$ cat config.mk
export PLATFORM = sky130hd
export DESIGN_NAME = pkt_route_decide
export DESIGN_NICKNAME = d
export VERILOG_FILES = /design/src/rtl/route_pkg.sv /design/src/rtl/route_classify.sv /design/src/rtl/range_hit.sv /design/src/rtl/route_select.sv /design/src/rtl/pkt_route_decide.sv
export SDC_FILE = /design/constraint.sdc
export NUM_CORES = 1
export LEC_CHECK = 0
export ABC_AREA = 1
export BUFFER_PORTS_ARGS = -buffer_cell sky130_fd_sc_hd__buf_2
export CAP_MARGIN = 20
export CORE_AREA = 4 4 376 378
export CTS_CLUSTER_DIAMETER = 40
export CTS_CLUSTER_SIZE = 8
export DETAILED_ROUTE_END_ITERATION = 7
export DIE_AREA = 0 0 380 382
export PLACE_DENSITY = 0.44
export SLEW_MARGIN = 20
export SYNTH_ARGS = -nofsm -noshare
export SYNTH_HDL_FRONTEND = slang
export SYNTH_SLANG_ARGS = --single-unit
$ cat constraint.sdc
create_clock -name clk -period 2.3 [get_ports clk]
set_input_delay 0 -clock clk [delete_from_list [all_inputs] [get_ports clk]]
set_output_delay 0 -clock clk [all_outputs]
set_load 0.02 [all_outputs]
$ cat src/rtl/route_pkg.sv
package route_pkg;

    localparam logic [4:0] TY_MEM_RW   = 5'b00000;
    localparam logic [4:0] TY_MEM_LK   = 5'b00001;
    localparam logic [4:0] TY_IO       = 5'b00010;
    localparam logic [4:0] TY_CFG0     = 5'b00100;
    localparam logic [4:0] TY_CFG1     = 5'b00101;
    localparam logic [4:0] TY_CPL      = 5'b01010;
    localparam logic [4:0] TY_CPL_LK   = 5'b01011;
    localparam logic [4:0] TY_ATOM_ADD = 5'b01100;
    localparam logic [4:0] TY_ATOM_SWP = 5'b01101;
    localparam logic [4:0] TY_ATOM_CAS = 5'b01110;

    localparam logic [2:0] MSG_TO_ROOT = 3'b000;
    localparam logic [2:0] MSG_BY_ADDR = 3'b001;
    localparam logic [2:0] MSG_BY_ID   = 3'b010;
    localparam logic [2:0] MSG_BCAST   = 3'b011;
    localparam logic [2:0] MSG_LOCAL   = 3'b100;
    localparam logic [2:0] MSG_GATHER  = 3'b101;

    typedef enum logic [2:0] {
        ACT_CONSUME = 3'd0,
        ACT_DOWN    = 3'd1,
        ACT_UP      = 3'd2,
        ACT_BCAST   = 3'd3,
        ACT_UNSUP   = 3'd4
    } route_act_e;

    typedef enum logic [2:0] {
        K_ADDR,
        K_ID,
        K_UP,
        K_BCAST,
        K_LOCAL,
        K_BAD
    } route_kind_e;

    typedef struct packed {
        route_kind_e kind;
        logic        use_req_id;
        logic        is_cfg1;
    } route_class_t;

    function automatic route_class_t classify(input logic [2:0] fmt,
                                              input logic [4:0] typ);
        route_class_t c;
        c.kind       = K_BAD;
        c.use_req_id = 1'b0;
        c.is_cfg1    = 1'b0;
        if (fmt[2]) begin
            c.kind = K_BAD;
        end else if (typ[4:3] == 2'b10) begin
            if (fmt[0]) begin
                case (typ[2:0])
                    MSG_TO_ROOT, MSG_GATHER: c.kind = K_UP;
                    MSG_BY_ADDR:             c.kind = K_ADDR;
                    MSG_BY_ID:               c.kind = K_ID;
                    MSG_BCAST:               c.kind = K_BCAST;
                    MSG_LOCAL:               c.kind = K_LOCAL;
                    default:                 c.kind = K_BAD;
                endcase
            end
        end else begin
            case (typ)
                TY_MEM_RW, TY_MEM_LK, TY_IO,
                TY_ATOM_ADD, TY_ATOM_SWP, TY_ATOM_CAS: c.kind = K_ADDR;
                TY_CFG0: c.kind = K_ID;
                TY_CFG1: begin
                    c.kind    = K_ID;
                    c.is_cfg1 = 1'b1;
                end
                TY_CPL, TY_CPL_LK: begin
                    c.kind       = K_ID;
                    c.use_req_id = 1'b1;
                end
                default: c.kind = K_BAD;
            endcase
        end
        return c;
    endfunction

endpackage

$ cat src/rtl/route_classify.sv
module route_classify
    import route_pkg::*;
(
    input  logic [2:0]    fmt,
    input  logic [4:0]    typ,
    input  logic [15:0]   target_id,
    input  logic [15:0]   requester_id,
    output route_class_t  cls,
    output logic [15:0]   route_id
);
    always_comb begin
        cls      = classify(fmt, typ);
        route_id = cls.use_req_id ? requester_id : target_id;
    end
endmodule

$ cat src/rtl/range_hit.sv
module range_hit #(
    parameter int N = 4,
    parameter int W = 64
) (
    input  logic [W-1:0]          key,
    input  logic [N-1:0][W-1:0]   lo,
    input  logic [N-1:0][W-1:0]   hi,
    output logic                  any_hit,
    output logic [N-1:0]          first_hit
);
    logic [N-1:0] hit;

    for (genvar g = 0; g < N; g++) begin : g_cmp
        assign hit[g] = (key >= lo[g]) && (key <= hi[g]);
    end

    always_comb begin
        logic found;
        found     = 1'b0;
        first_hit = '0;
        for (int i = 0; i < N; i++) begin
            if (hit[i] && !found) begin
                first_hit[i] = 1'b1;
                found        = 1'b1;
            end
        end
    end

    assign any_hit = |hit;
endmodule

$ cat src/rtl/route_select.sv
module route_select
    import route_pkg::*;
#(
    parameter int NUM_DN = 4
) (
    input  route_class_t      cls,
    input  logic [4:0]        typ,
    input  logic              from_up,
    input  logic              own_win_hit,
    input  logic              dn_win_any,
    input  logic [NUM_DN-1:0] dn_win_first,
    input  logic              own_id_hit,
    input  logic              bus_any,
    input  logic [NUM_DN-1:0] bus_first,
    input  logic [NUM_DN-1:0] bus_is_sec,
    output route_act_e        act,
    output logic [NUM_DN-1:0] mask,
    output logic [4:0]        typ_out
);
    route_act_e miss_act;

    assign miss_act = from_up ? ACT_UNSUP : ACT_UP;

    always_comb begin
        act     = ACT_UNSUP;
        mask    = '0;
        typ_out = typ;
        case (cls.kind)
            K_ADDR: begin
                if (own_win_hit) begin
                    act = ACT_CONSUME;
                end else if (dn_win_any) begin
                    act  = ACT_DOWN;
                    mask = dn_win_first;
                end else begin
                    act = miss_act;
                end
            end
            K_ID: begin
                if (own_id_hit) begin
                    act = ACT_CONSUME;
                end else if (bus_any) begin
                    act  = ACT_DOWN;
                    mask = bus_first;
                    if (cls.is_cfg1 && |(bus_first & bus_is_sec)) begin
                        typ_out = TY_CFG0;
                    end
                end else begin
                    act = miss_act;
                end
            end
            K_UP:    act = ACT_UP;
            K_BCAST: begin
                act  = ACT_BCAST;
                mask = '1;
            end
            K_LOCAL: act = ACT_CONSUME;
            default: act = ACT_UNSUP;
        endcase
    end
endmodule

$ cat src/rtl/pkt_route_decide.sv
module pkt_route_decide
    import route_pkg::*;
#(
    parameter int NUM_DN  = 4,
    parameter int NUM_BAR = 2,
    parameter int ADDR_W  = 64
) (
    input  logic                           clk,
    input  logic                           rst,
    input  logic                           hdr_valid,
    input  logic [2:0]                     hdr_fmt,
    input  logic [4:0]                     hdr_type,
    input  logic [ADDR_W-1:0]              hdr_addr,
    input  logic [15:0]                    hdr_target_id,
    input  logic [15:0]                    hdr_requester_id,
    input  logic                           from_upstream,
    input  logic [15:0]                    own_id,
    input  logic [NUM_BAR-1:0][ADDR_W-1:0] own_base,
    input  logic [NUM_BAR-1:0][ADDR_W-1:0] own_limit,
    input  logic [NUM_DN-1:0][ADDR_W-1:0]  dn_base,
    input  logic [NUM_DN-1:0][ADDR_W-1:0]  dn_limit,
    input  logic [NUM_DN-1:0][7:0]         dn_sec_bus,
    input  logic [NUM_DN-1:0][7:0]         dn_sub_bus,
    output logic                           dec_valid,
    output logic [2:0]                     dec_action,
    output logic [NUM_DN-1:0]              dec_port_mask,
    output logic [4:0]                     dec_type
);
    localparam int BUS_W = 8;

    route_class_t       cls;
    logic [15:0]        route_id;
    logic [BUS_W-1:0]   route_bus;
    logic               own_win_hit;
    logic [NUM_BAR-1:0] own_win_first;
    logic               dn_win_any;
    logic [NUM_DN-1:0]  dn_win_first;
    logic               bus_any;
    logic [NUM_DN-1:0]  bus_first;
    logic [NUM_DN-1:0]  bus_is_sec;
    logic               own_id_hit;
    route_act_e         act_c;
    logic [NUM_DN-1:0]  mask_c;
    logic [4:0]         typ_c;

    route_classify u_class (
        .fmt          (hdr_fmt),
        .typ          (hdr_type),
        .target_id    (hdr_target_id),
        .requester_id (hdr_requester_id),
        .cls          (cls),
        .route_id     (route_id)
    );

    assign route_bus  = route_id[15:8];
    assign own_id_hit = (route_id == own_id);

    range_hit #(.N(NUM_BAR), .W(ADDR_W)) u_own_win (
        .key       (hdr_addr),
        .lo        (own_base),
        .hi        (own_limit),
        .any_hit   (own_win_hit),
        .first_hit (own_win_first)
    );

    range_hit #(.N(NUM_DN), .W(ADDR_W)) u_dn_win (
        .key       (hdr_addr),
        .lo        (dn_base),
        .hi        (dn_limit),
        .any_hit   (dn_win_any),
        .first_hit (dn_win_first)
    );

    range_hit #(.N(NUM_DN), .W(BUS_W)) u_bus (
        .key       (route_bus),
        .lo        (dn_sec_bus),
        .hi        (dn_sub_bus),
        .any_hit   (bus_any),
        .first_hit (bus_first)
    );

    for (genvar g = 0; g < NUM_DN; g++) begin : g_sec
        assign bus_is_sec[g] = (route_bus == dn_sec_bus[g]);
    end

    route_select #(.NUM_DN(NUM_DN)) u_sel (
        .cls          (cls),
        .typ          (hdr_type),
        .from_up      (from_upstream),
        .own_win_hit  (own_win_hit),
        .dn_win_any   (dn_win_any),
        .dn_win_first (dn_win_first),
        .own_id_hit   (own_id_hit),
        .bus_any      (bus_any),
        .bus_first    (bus_first),
        .bus_is_sec   (bus_is_sec),
        .act          (act_c),
        .mask         (mask_c),
        .typ_out      (typ_c)
    );

    always_ff @(posedge clk) begin
        if (rst) begin
            dec_valid     <= 1'b0;
            dec_action    <= ACT_CONSUME;
            dec_port_mask <= '0;
            dec_type      <= '0;
        end else begin
            dec_valid <= hdr_valid;
            if (hdr_valid) begin
                dec_action    <= act_c;
                dec_port_mask <= mask_c;
                dec_type      <= typ_c;
            end
        end
    end
endmodule

==> impl_metrics.xml, run 1 <==
<?xml version="1.0" encoding="UTF-8"?>
<metrics>
  <group name="status">
    <metric name="status" unit="">finished, violations left</metric>
    <metric name="violations" unit="">negative setup slack</metric>
  </group>
  <group name="power_and_ir_drop">
    <metric name="static-leakage-power" unit="uW">0.0216</metric>
    <metric name="ir_worst_vdd" unit="mV">0.176</metric>
    <metric name="power_density_normalized_to_cell_area" unit="nW/um^2">198</metric>
  </group>
  <group name="sta">
    <metric name="worst_setup_slack_after_layout" unit="ps">-55.7</metric>
    <metric name="worst_slew_margin_rel" unit="%">53.9</metric>
    <metric name="period_needed" unit="ps">2360</metric>
    <metric name="final-setup-viol-count" unit="">3</metric>
    <metric name="grt_setup_unrepaired" unit="">true</metric>
    <metric name="part_of_the_cycle_the_worst_path_needs" unit="%">102</metric>
    <metric name="report.final.hold_viol_count" unit="">0</metric>
    <metric name="maxSlewViolCount" unit="">0</metric>
    <metric name="fmax" unit="GHz">0.425</metric>
    <metric name="final.hold.worst_slack" unit="ps">73.1</metric>
    <metric name="max_slew.worst_pin.slew" unit="ps">686</metric>
    <metric name="timing.clock.skew" unit="ps">0</metric>
  </group>
  <group name="floorplan">
    <metric name="die_y" unit="um">382</metric>
    <metric name="initial_core_util" unit="%">16.6</metric>
    <metric name="fp.coreArea" unit="um^2">137000</metric>
    <metric name="die_w" unit="um">380</metric>
    <metric name="num_rows" unit="">136</metric>
    <metric name="io_pins" unit="">969</metric>
    <metric name="die_area" unit="um^2">145000</metric>
  </group>
  <group name="worst_setup_path">
    <metric name="worst_setup_path_start_kind" unit="">input pin</metric>
    <metric name="criticalPathCategory" unit="">input pin to register</metric>
    <metric name="timing.critical_path.arrival" unit="ps">2530</metric>
    <metric name="end_kind" unit="">register</metric>
    <metric name="critPathMaxFanout" unit="">6</metric>
    <metric name="worst-endpoint-required" unit="ps">2480</metric>
  </group>
  <group name="cts">
    <metric name="cts.sink_count" unit="">13</metric>
    <metric name="deepest_level_of_the_cts_h_tree" unit="">1</metric>
    <metric name="clk_latency" unit="ps">240</metric>
    <metric name="postCtsHoldBufs" unit="">0</metric>
    <metric name="max-clock-path-buffers" unit="">2</metric>
    <metric name="root_buffer" unit="">clkbuf_16</metric>
    <metric name="worst_setup_hold_path_clk_slew" unit="ps">50</metric>
    <metric name="tritoncts.num_buffers" unit="">3</metric>
    <metric name="cts_tree" unit="">yes</metric>
  </group>
  <group name="detailed_routing">
    <metric name="vias_per_inst" unit="">4.13</metric>
    <metric name="drt_first_iter_violations" unit="">848</metric>
    <metric name="drt_pass1_iterations" unit="">5</metric>
    <metric name="final_antenna_net_count" unit="">0</metric>
    <metric name="detailed_route_drc_error_count" unit="">0</metric>
    <metric name="finalWirelength" unit="um">143000</metric>
    <metric name="vias" unit="">28500</metric>
    <metric name="drt-wirelength-per-cell" unit="um">20.7</metric>
  </group>
  <group name="synth">
    <metric name="synth_seq_area_share" unit="%">1.14</metric>
    <metric name="ys_dominant_reg_cell" unit="">dfxtp_1</metric>
    <metric name="synthesis.area" unit="um^2">22800</metric>
    <metric name="netlist-cell-type-count" unit="">41</metric>
    <metric name="synth-async-reset-ratio" unit="%">0</metric>
    <metric name="syn-instance-count" unit="">3657</metric>
    <metric name="synth_warnings" unit="">0</metric>
    <metric name="synthesis.area_per_instance" unit="um^2">6.25</metric>
    <metric name="ys_seq_elements" unit="">13</metric>
    <metric name="syn_nets" unit="">5445</metric>
    <metric name="synth-edff-count" unit="">0</metric>
  </group>
  <group name="global_routing">
    <metric name="grt_pass1_wl" unit="um">195000</metric>
    <metric name="antenna_found_initial" unit="">89</metric>
    <metric name="grt_util_all_layers" unit="%">18.6</metric>
    <metric name="grt_pass1_vias" unit="">29100</metric>
    <metric name="grt_max_degree" unit="">15</metric>
    <metric name="grt_overflow" unit="">0</metric>
  </group>
  <group name="place">
    <metric name="place_worst_setup_slack" unit="ps">-1650</metric>
    <metric name="globalplace.congestion" unit="">0.932</metric>
    <metric name="hpwl" unit="um">133000</metric>
    <metric name="buffer_ports.inserted" unit="">967</metric>
    <metric name="placed_cells" unit="">6803</metric>
    <metric name="placed_area" unit="um^2">33300</metric>
  </group>
  <group name="layout">
    <metric name="post_layout_nonfiller_instances" unit="">6893</metric>
    <metric name="fill_cells" unit="">15700</metric>
    <metric name="ff_latch_area" unit="um^2">260</metric>
    <metric name="design_area" unit="um^2">35400</metric>
    <metric name="final_nets" unit="">6838</metric>
    <metric name="area_of_the_multi_input_gates" unit="um^2">20100</metric>
    <metric name="drive_gt1_share" unit="%">32.0</metric>
    <metric name="area.growth.synth_to_final" unit="%">54.9</metric>
  </group>
  <group name="hold_path">
    <metric name="type_of_the_worst_min_delay_path" unit="">input pin to register</metric>
  </group>
  <group name="flow_run">
    <metric name="max_cap_viol_count" unit="">0</metric>
  </group>
</metrics>
logic make-up after synthesis:
| family | count (synthesis) | synth area share [%] |
|---|---|---|
| simple gates | 1168 | 21.2 |
| fa+ha+maj | 832 | 45.6 |
| xor+xnor | 15 | 0.575 |
| buf+inv | 978 | 16.2 |
| compound gates | 651 | 15.3 |
| flops | 13 | 1.14 |
critical path, cell delays in order:
cell,delay (ps)
buf_8,100
nor2_4,130
nand3_4,170
buf_16,200
o21ai_4,280
buf_6,210
ha_4,210
a21oi_2,120
o21ai_1,70
nand2_1,80
o2111ai_2,120
nand2_2,100
nand2_2,80
nor2_4,110
nand2_2,90
nor2_2,80
nand3_1,70
nand2_1,70
inv_1,40
nand2_1,50
nand2_1,50
a21oi_1,110
final cells by class:
| type | count | share of cell area [%] |
|---|---|---|
| multi-input combinational | 2666 | 56.9 |
| timing repair buffer | 1394 | 25.1 |
| inverter | 972 | 10.3 |
| tap | 1794 | 6.35 |
| sequential | 13 | 0.736 |
| antenna | 50 | 0.354 |
| clock buffer | 4 | 0.223 |
worst paths after layout:
kind / start / endpoint / slack, ps / cells past startpoint
worst max-delay path: hdr_type[2] / dec_action[1] / -60 / 22
worst min-delay path: from_upstream / dec_action[2] / 70 / 3
worst max register to register: dec_action[0] / dec_action[0] / 1590 / 2
worst min register to register: dec_type[3] / dec_type[3] / 470 / 2
cells in the mapped netlist, types with 2 or more instances:
| master | n | area share [%] |
|---|---|---|
| a21o_1 | 5 | 0.16 |
| a21oi_1 | 430 | 9.4 |
| a31oi_1 | 3 | 0.082 |
| and2_1 | 2 | 0.055 |
| and3_1 | 8 | 0.22 |
| buf_6 | 3 | 0.15 |
| clkbuf_1 | 2 | 0.033 |
| dfxtp_1 | 13 | 1.1 |
| ha_1 | 832 | 46 |
| inv_1 | 967 | 16 |
| inv_2 | 5 | 0.082 |
| nand2_1 | 736 | 12 |
| nand2_2 | 3 | 0.082 |
| nand3_1 | 62 | 1.4 |
| nand3b_1 | 2 | 0.066 |
| nand4_1 | 73 | 2.0 |
| nor2_1 | 207 | 3.4 |
| nor2_2 | 4 | 0.11 |
| nor2_4 | 2 | 0.099 |
| nor3_1 | 50 | 1.1 |
| nor3b_1 | 3 | 0.099 |
| nor4_1 | 9 | 0.25 |
| nor4b_1 | 2 | 0.077 |
| o2111ai_1 | 4 | 0.15 |
| o211ai_1 | 11 | 0.36 |
| o21a_1 | 35 | 1.2 |
| o21ai_0 | 120 | 2.6 |
| o21ai_1 | 14 | 0.31 |
| o21ai_2 | 9 | 0.35 |
| o21bai_1 | 16 | 0.53 |
| o22ai_1 | 2 | 0.055 |
| xnor2_1 | 6 | 0.23 |
| xor2_1 | 9 | 0.35 |
sequential cells by signal, summed over array words and instances (netlist names):
name,cells
dec_type,5
dec_action,3
dec_port_mask,4
dec_valid,1
where the power goes:
part           switching (uW)  internal [uW]  total, uW
Sequential               7.21            236        243
Clock                     115            235        350
Combinational            3530           2870       6400
Total                    3650           3340       6990
timing repair:
action / in CTS / in global routing
setup buffers: 22 / 20
gates cloned: 1 / 0
setup endpoints to repair: 8 / 8
pin swaps: 49 / 83
gates resized for setup: 175 / 162
metal layers:
metal,wire length (um),GRT usage (%),vias up
met2,68500,32.6,798
met4,6060,7.28,44
met1,57000,21.3,12700
met3,10700,5.53,221
met5,287,0,-
li1,-,-,14700
stage by stage:
stage,util (%),power (uW),setup TNS [ps]
after floorplan,-,3060,0
after global placement,24.2,6250,-10420
after detailed placement,24.2,6320,-10360
after CTS,25.0,6910,-288
after global routing,25.7,7910,-1410
final,25.7,6990,-97.7
cells in the final DEF (no fill, tap or decap), drive strengths merged, types with 11 or more instances in the layout:
| cell type | n |
|---|---|
| a21oi | 431 |
| buf | 1387 |
| clkbuf | 11 |
| dfxtp | 13 |
| diode | 50 |
| ha | 832 |
| inv | 972 |
| nand2 | 740 |
| nand3 | 63 |
| nand4 | 73 |
| nor2 | 213 |
| nor3 | 50 |
| o211ai | 11 |
| o21a | 35 |
| o21ai | 144 |
| o21bai | 16 |
Power figures use the tool's default switching activity.
==> inputs of run 2 (changes only) <==
--- a/config.mk
+++ b/config.mk
@@ -5,15 +5,15 @@
 export SDC_FILE = /design/constraint.sdc
 export NUM_CORES = 1
 export LEC_CHECK = 0
-export ABC_AREA = 1
 export BUFFER_PORTS_ARGS = -buffer_cell sky130_fd_sc_hd__buf_2
 export CAP_MARGIN = 20
-export CORE_AREA = 4 4 376 378
+export CORE_AREA = 4 4 371 373
 export CTS_CLUSTER_DIAMETER = 40
 export CTS_CLUSTER_SIZE = 8
 export DETAILED_ROUTE_END_ITERATION = 7
-export DIE_AREA = 0 0 380 382
+export DIE_AREA = 0 0 375 377
 export PLACE_DENSITY = 0.44
+export REMOVE_ABC_BUFFERS = 1
 export SLEW_MARGIN = 20
 export SYNTH_ARGS = -nofsm -noshare
 export SYNTH_HDL_FRONTEND = slang
==> run 2 against run 1 <==
  * Sequential share of layout area is essentially flat
  * Clock power about the same
  * The flow still finishes with violations (negative setup slack)
  * Largest cell class unchanged
  * Die area decreased by 2.6%
  * Sequential power barely moved
  * Non-clock buffer count up 110
  * Flip-flop and latch count unchanged
==> impl_metrics.xml, run 2 <==
<?xml version="1.0" encoding="UTF-8"?>
<metrics>
  <group name="floorplan">
    <metric name="io_pins" unit="">969</metric>
    <metric name="initial_core_util" unit="%">16.5</metric>
    <metric name="die_y" unit="um">377</metric>
    <metric name="fp.coreArea" unit="um^2">135000</metric>
    <metric name="num_rows" unit="">135</metric>
    <metric name="die_w" unit="um">375</metric>
    <metric name="die_area" unit="um^2">141000</metric>
  </group>
  <group name="synth">
    <metric name="synth-async-reset-ratio" unit="%">0</metric>
    <metric name="netlist-cell-type-count" unit="">79</metric>
    <metric name="cells_taking_the_most_area_after_synthesis" unit="">ha_1, inv_1, a21oi_1, nand4_1, nand2_1</metric>
    <metric name="ys_dominant_reg_cell" unit="">dfxtp_1</metric>
    <metric name="synth_warnings" unit="">0</metric>
    <metric name="synth.top_cell.area_share" unit="%">47.0</metric>
    <metric name="synth_seq_area_share" unit="%">1.17</metric>
    <metric name="post-synth-top-count-cell" unit="">inv_1</metric>
    <metric name="synthesis.area_per_instance" unit="um^2">7.05</metric>
    <metric name="synth-edff-count" unit="">0</metric>
    <metric name="synthesis.area" unit="um^2">22200</metric>
    <metric name="synth.cells.most_frequent" unit="">inv_1, ha_1, a21oi_1</metric>
    <metric name="post-synth-top-area-cell" unit="">ha_1</metric>
    <metric name="syn-instance-count" unit="">3145</metric>
    <metric name="ys_seq_elements" unit="">13</metric>
  </group>
  <group name="global_routing">
    <metric name="grt_overflow" unit="">0</metric>
    <metric name="grt_util_all_layers" unit="%">19.9</metric>
    <metric name="grt_max_degree" unit="">14</metric>
    <metric name="grt_pass1_vias" unit="">28500</metric>
    <metric name="antenna_found_initial" unit="">95</metric>
    <metric name="grt_pass1_wl" unit="um">200000</metric>
  </group>
  <group name="layout">
    <metric name="commonest_cells_after_routing_fill_and_taps_aside" unit="">buf_2, inv_1, ha_1</metric>
    <metric name="largest_register_ffs" unit="">5</metric>
    <metric name="layout_top_registers" unit="">dec_type: 5 flops, dec_port_mask: 4 flops, dec_action: 3 flops</metric>
    <metric name="post_layout_nonfiller_instances" unit="">6468</metric>
    <metric name="area.growth.synth_to_final" unit="%">59.9</metric>
    <metric name="reg_with_most_ffs" unit="">dec_type</metric>
    <metric name="drive_gt1_share" unit="%">36.8</metric>
    <metric name="final_nets" unit="">6433</metric>
    <metric name="layout_commonest_cell" unit="">buf_2</metric>
    <metric name="fill_cells" unit="">15100</metric>
  </group>
  <group name="sta">
    <metric name="final-setup-viol-count" unit="">8</metric>
    <metric name="max_slew.worst_pin.slew" unit="ps">770</metric>
    <metric name="fin_setup_tns" unit="ps">-3890</metric>
    <metric name="worst_slew_margin_rel" unit="%">48.1</metric>
    <metric name="report.final.hold_viol_count" unit="">0</metric>
    <metric name="maxSlewViolCount" unit="">0</metric>
    <metric name="grt_setup_unrepaired" unit="">true</metric>
    <metric name="timing.clock.skew" unit="ps">0</metric>
    <metric name="fmax" unit="GHz">0.347</metric>
    <metric name="period_needed" unit="ps">2880</metric>
    <metric name="worst_setup_slack_after_layout" unit="ps">-579</metric>
    <metric name="part_of_the_cycle_the_worst_path_needs" unit="%">125</metric>
  </group>
  <group name="place">
    <metric name="place_worst_setup_slack" unit="ps">-1740</metric>
    <metric name="globalplace.congestion" unit="">0.939</metric>
    <metric name="placed_cells" unit="">6361</metric>
    <metric name="hpwl" unit="um">138000</metric>
    <metric name="buffer_ports.inserted" unit="">967</metric>
  </group>
  <group name="detailed_routing">
    <metric name="drt_first_iter_violations" unit="">1392</metric>
    <metric name="vias" unit="">28000</metric>
    <metric name="vias_per_inst" unit="">4.33</metric>
    <metric name="finalWirelength" unit="um">149000</metric>
    <metric name="drt_pass1_iterations" unit="">5</metric>
    <metric name="final_antenna_net_count" unit="">0</metric>
    <metric name="drt-wirelength-per-cell" unit="um">23.0</metric>
    <metric name="detailed_route_drc_error_count" unit="">0</metric>
  </group>
  <group name="status">
    <metric name="status" unit="">finished, violations left</metric>
    <metric name="violations" unit="">negative setup slack</metric>
  </group>
  <group name="power_and_ir_drop">
    <metric name="static-leakage-power" unit="uW">0.0208</metric>
    <metric name="power_density_normalized_to_cell_area" unit="nW/um^2">202</metric>
    <metric name="ir_worst_vdd" unit="mV">0.199</metric>
  </group>
  <group name="worst_setup_path">
    <metric name="timing.critical_path.arrival" unit="ps">3060</metric>
    <metric name="worst_setup_path_start_kind" unit="">input pin</metric>
    <metric name="worstPathCellList" unit="">buf_2 -&gt; buf_8 -&gt; buf_4 -&gt; buf_4 -&gt; ha_4 -&gt; nand2_2 -&gt; nor4_4 -&gt; buf_4 -&gt; nand3_1 -&gt; nor3_2 -&gt; buf_4 -&gt; or2_2 -&gt; o22a_1 -&gt; nand2_1 -&gt; or4b_4 -&gt; a41oi_2</metric>
    <metric name="worst_path_max_delay_cell" unit="">or4b_4</metric>
    <metric name="criticalPathCategory" unit="">input pin to register</metric>
    <metric name="worst-endpoint-required" unit="ps">2480</metric>
    <metric name="critPathMaxFanout" unit="">7</metric>
    <metric name="cp_slowest_stage_delay" unit="ps">500</metric>
    <metric name="end_kind" unit="">register</metric>
    <metric name="cp_common_cell" unit="">buf_4</metric>
  </group>
  <group name="cts">
    <metric name="worst_setup_hold_path_clk_slew" unit="ps">50</metric>
    <metric name="clk_latency" unit="ps">250</metric>
    <metric name="tritoncts.num_buffers" unit="">3</metric>
    <metric name="postCtsHoldBufs" unit="">0</metric>
    <metric name="cts.sink_count" unit="">13</metric>
    <metric name="max-clock-path-buffers" unit="">2</metric>
    <metric name="cts_tree" unit="">yes</metric>
    <metric name="root_buffer" unit="">clkbuf_16</metric>
    <metric name="deepest_level_of_the_cts_h_tree" unit="">1</metric>
  </group>
  <group name="hold_path">
    <metric name="type_of_the_worst_min_delay_path" unit="">input pin to register</metric>
  </group>
  <group name="flow_run">
    <metric name="max_cap_viol_count" unit="">0</metric>
  </group>
</metrics>
-- run 2: cell types whose count changed in the layout (fill, tap and decap cells not counted), sizes merged, moves of 85 or more --
cell   previous run  this run
buf            1387      1501
nor2            213       108
inv             972       835
a21o              5        90
a21oi           431       303
nand2           740       202
-- run 2: power by group --
| group | switching (uW) | leakage [uW] | internal (uW) | total, uW |
|---|---|---|---|---|
| combinational | 3490 | 0.0207 | 3090 | 6580 |
| clock | 115 | 0.0000412 | 233 | 348 |
| sequential | 5.63 | 0.000106 | 234 | 240 |
| total | 3610 | 0.0208 | 3550 | 7160 |
-- run 2: final timing paths --
path	startpoint	to	slack [ps]	cells past startpoint
min reg2reg	dec_action[1]	dec_action[1]	480	2
min	from_upstream	dec_action[1]	80	4
max reg2reg	dec_port_mask[0]	dec_port_mask[0]	1330	2
max	hdr_addr[24]	dec_port_mask[2]	-580	16
-- run 2: cell type report --
class / count / area, um^2 / share of cell area (%)
Antenna cell: 43 / 108 / 0.304
Clock buffer: 3 / 75.1 / 0.212
Clock inverter: 1 / 5.00 / 0.0141
Inverter: 835 / 3130 / 8.84
Multi-Input combinational cell: 2288 / 20200 / 57.1
Sequential cell: 13 / 260 / 0.734
Tap cell: 1781 / 2230 / 6.29
Timing Repair Buffer: 1504 / 9400 / 26.5
-- run 2: repair_timing --
| action | in CTS | in global routing |
|---|---|---|
| setup endpoints to repair | 8 | 8 |
| pin swaps | 45 | 90 |
| buffers inserted | 20 | 46 |
| gates resized for setup | 134 | 236 |
-- run 2: through the flow --
step | util (%) | power [uW] | cell area [um^2] | hold slack, ps
3_3_place_gp | 24.4 | 6310 | 32900 | 333
2_1_floorplan | - | 2930 | 22100 | 72.4
5_1_grt | 26.3 | 8000 | 35400 | 99.6
3_5_place_dp | 24.4 | 6350 | 32900 | 324
4_1_cts | 25.1 | 6900 | 33800 | 75.8
6_report | 26.3 | 7160 | 35400 | 79.5
-- run 2: metal layers --
| layer | up-vias | share of wire, % | track usage, % |
|---|---|---|---|
| met4 | 36 | 3.8 | 7.46 |
| met3 | 216 | 6.0 | 4.26 |
| met1 | 12800 | 42 | 23.7 |
| met5 | - | 0.15 | 0 |
| met2 | 854 | 48 | 35.0 |
| li1 | 14100 | - | - |
-- run 2: cells by family after synthesis --
family / Yosys count / share of synthesized area, %
fa+ha+maj: 832 / 47.0
compound gates: 731 / 20.3
buf+inv: 844 / 14.3
xor+xnor: 11 / 0.435
flops: 13 / 1.17
simple gates: 702 / 16.3
mux: 12 / 0.553
-- run 2: worst max-delay path, delay by kind of cell --
| family | cells | cell delay [ps] |
|---|---|---|
| AND/OR/NAND/NOR | 7 | 1500 |
| buffers and inverters | 6 | 960 |
| AO/OA/AOI/OAI | 2 | 320 |
| adder cells (fa/ha/maj) | 1 | 250 |
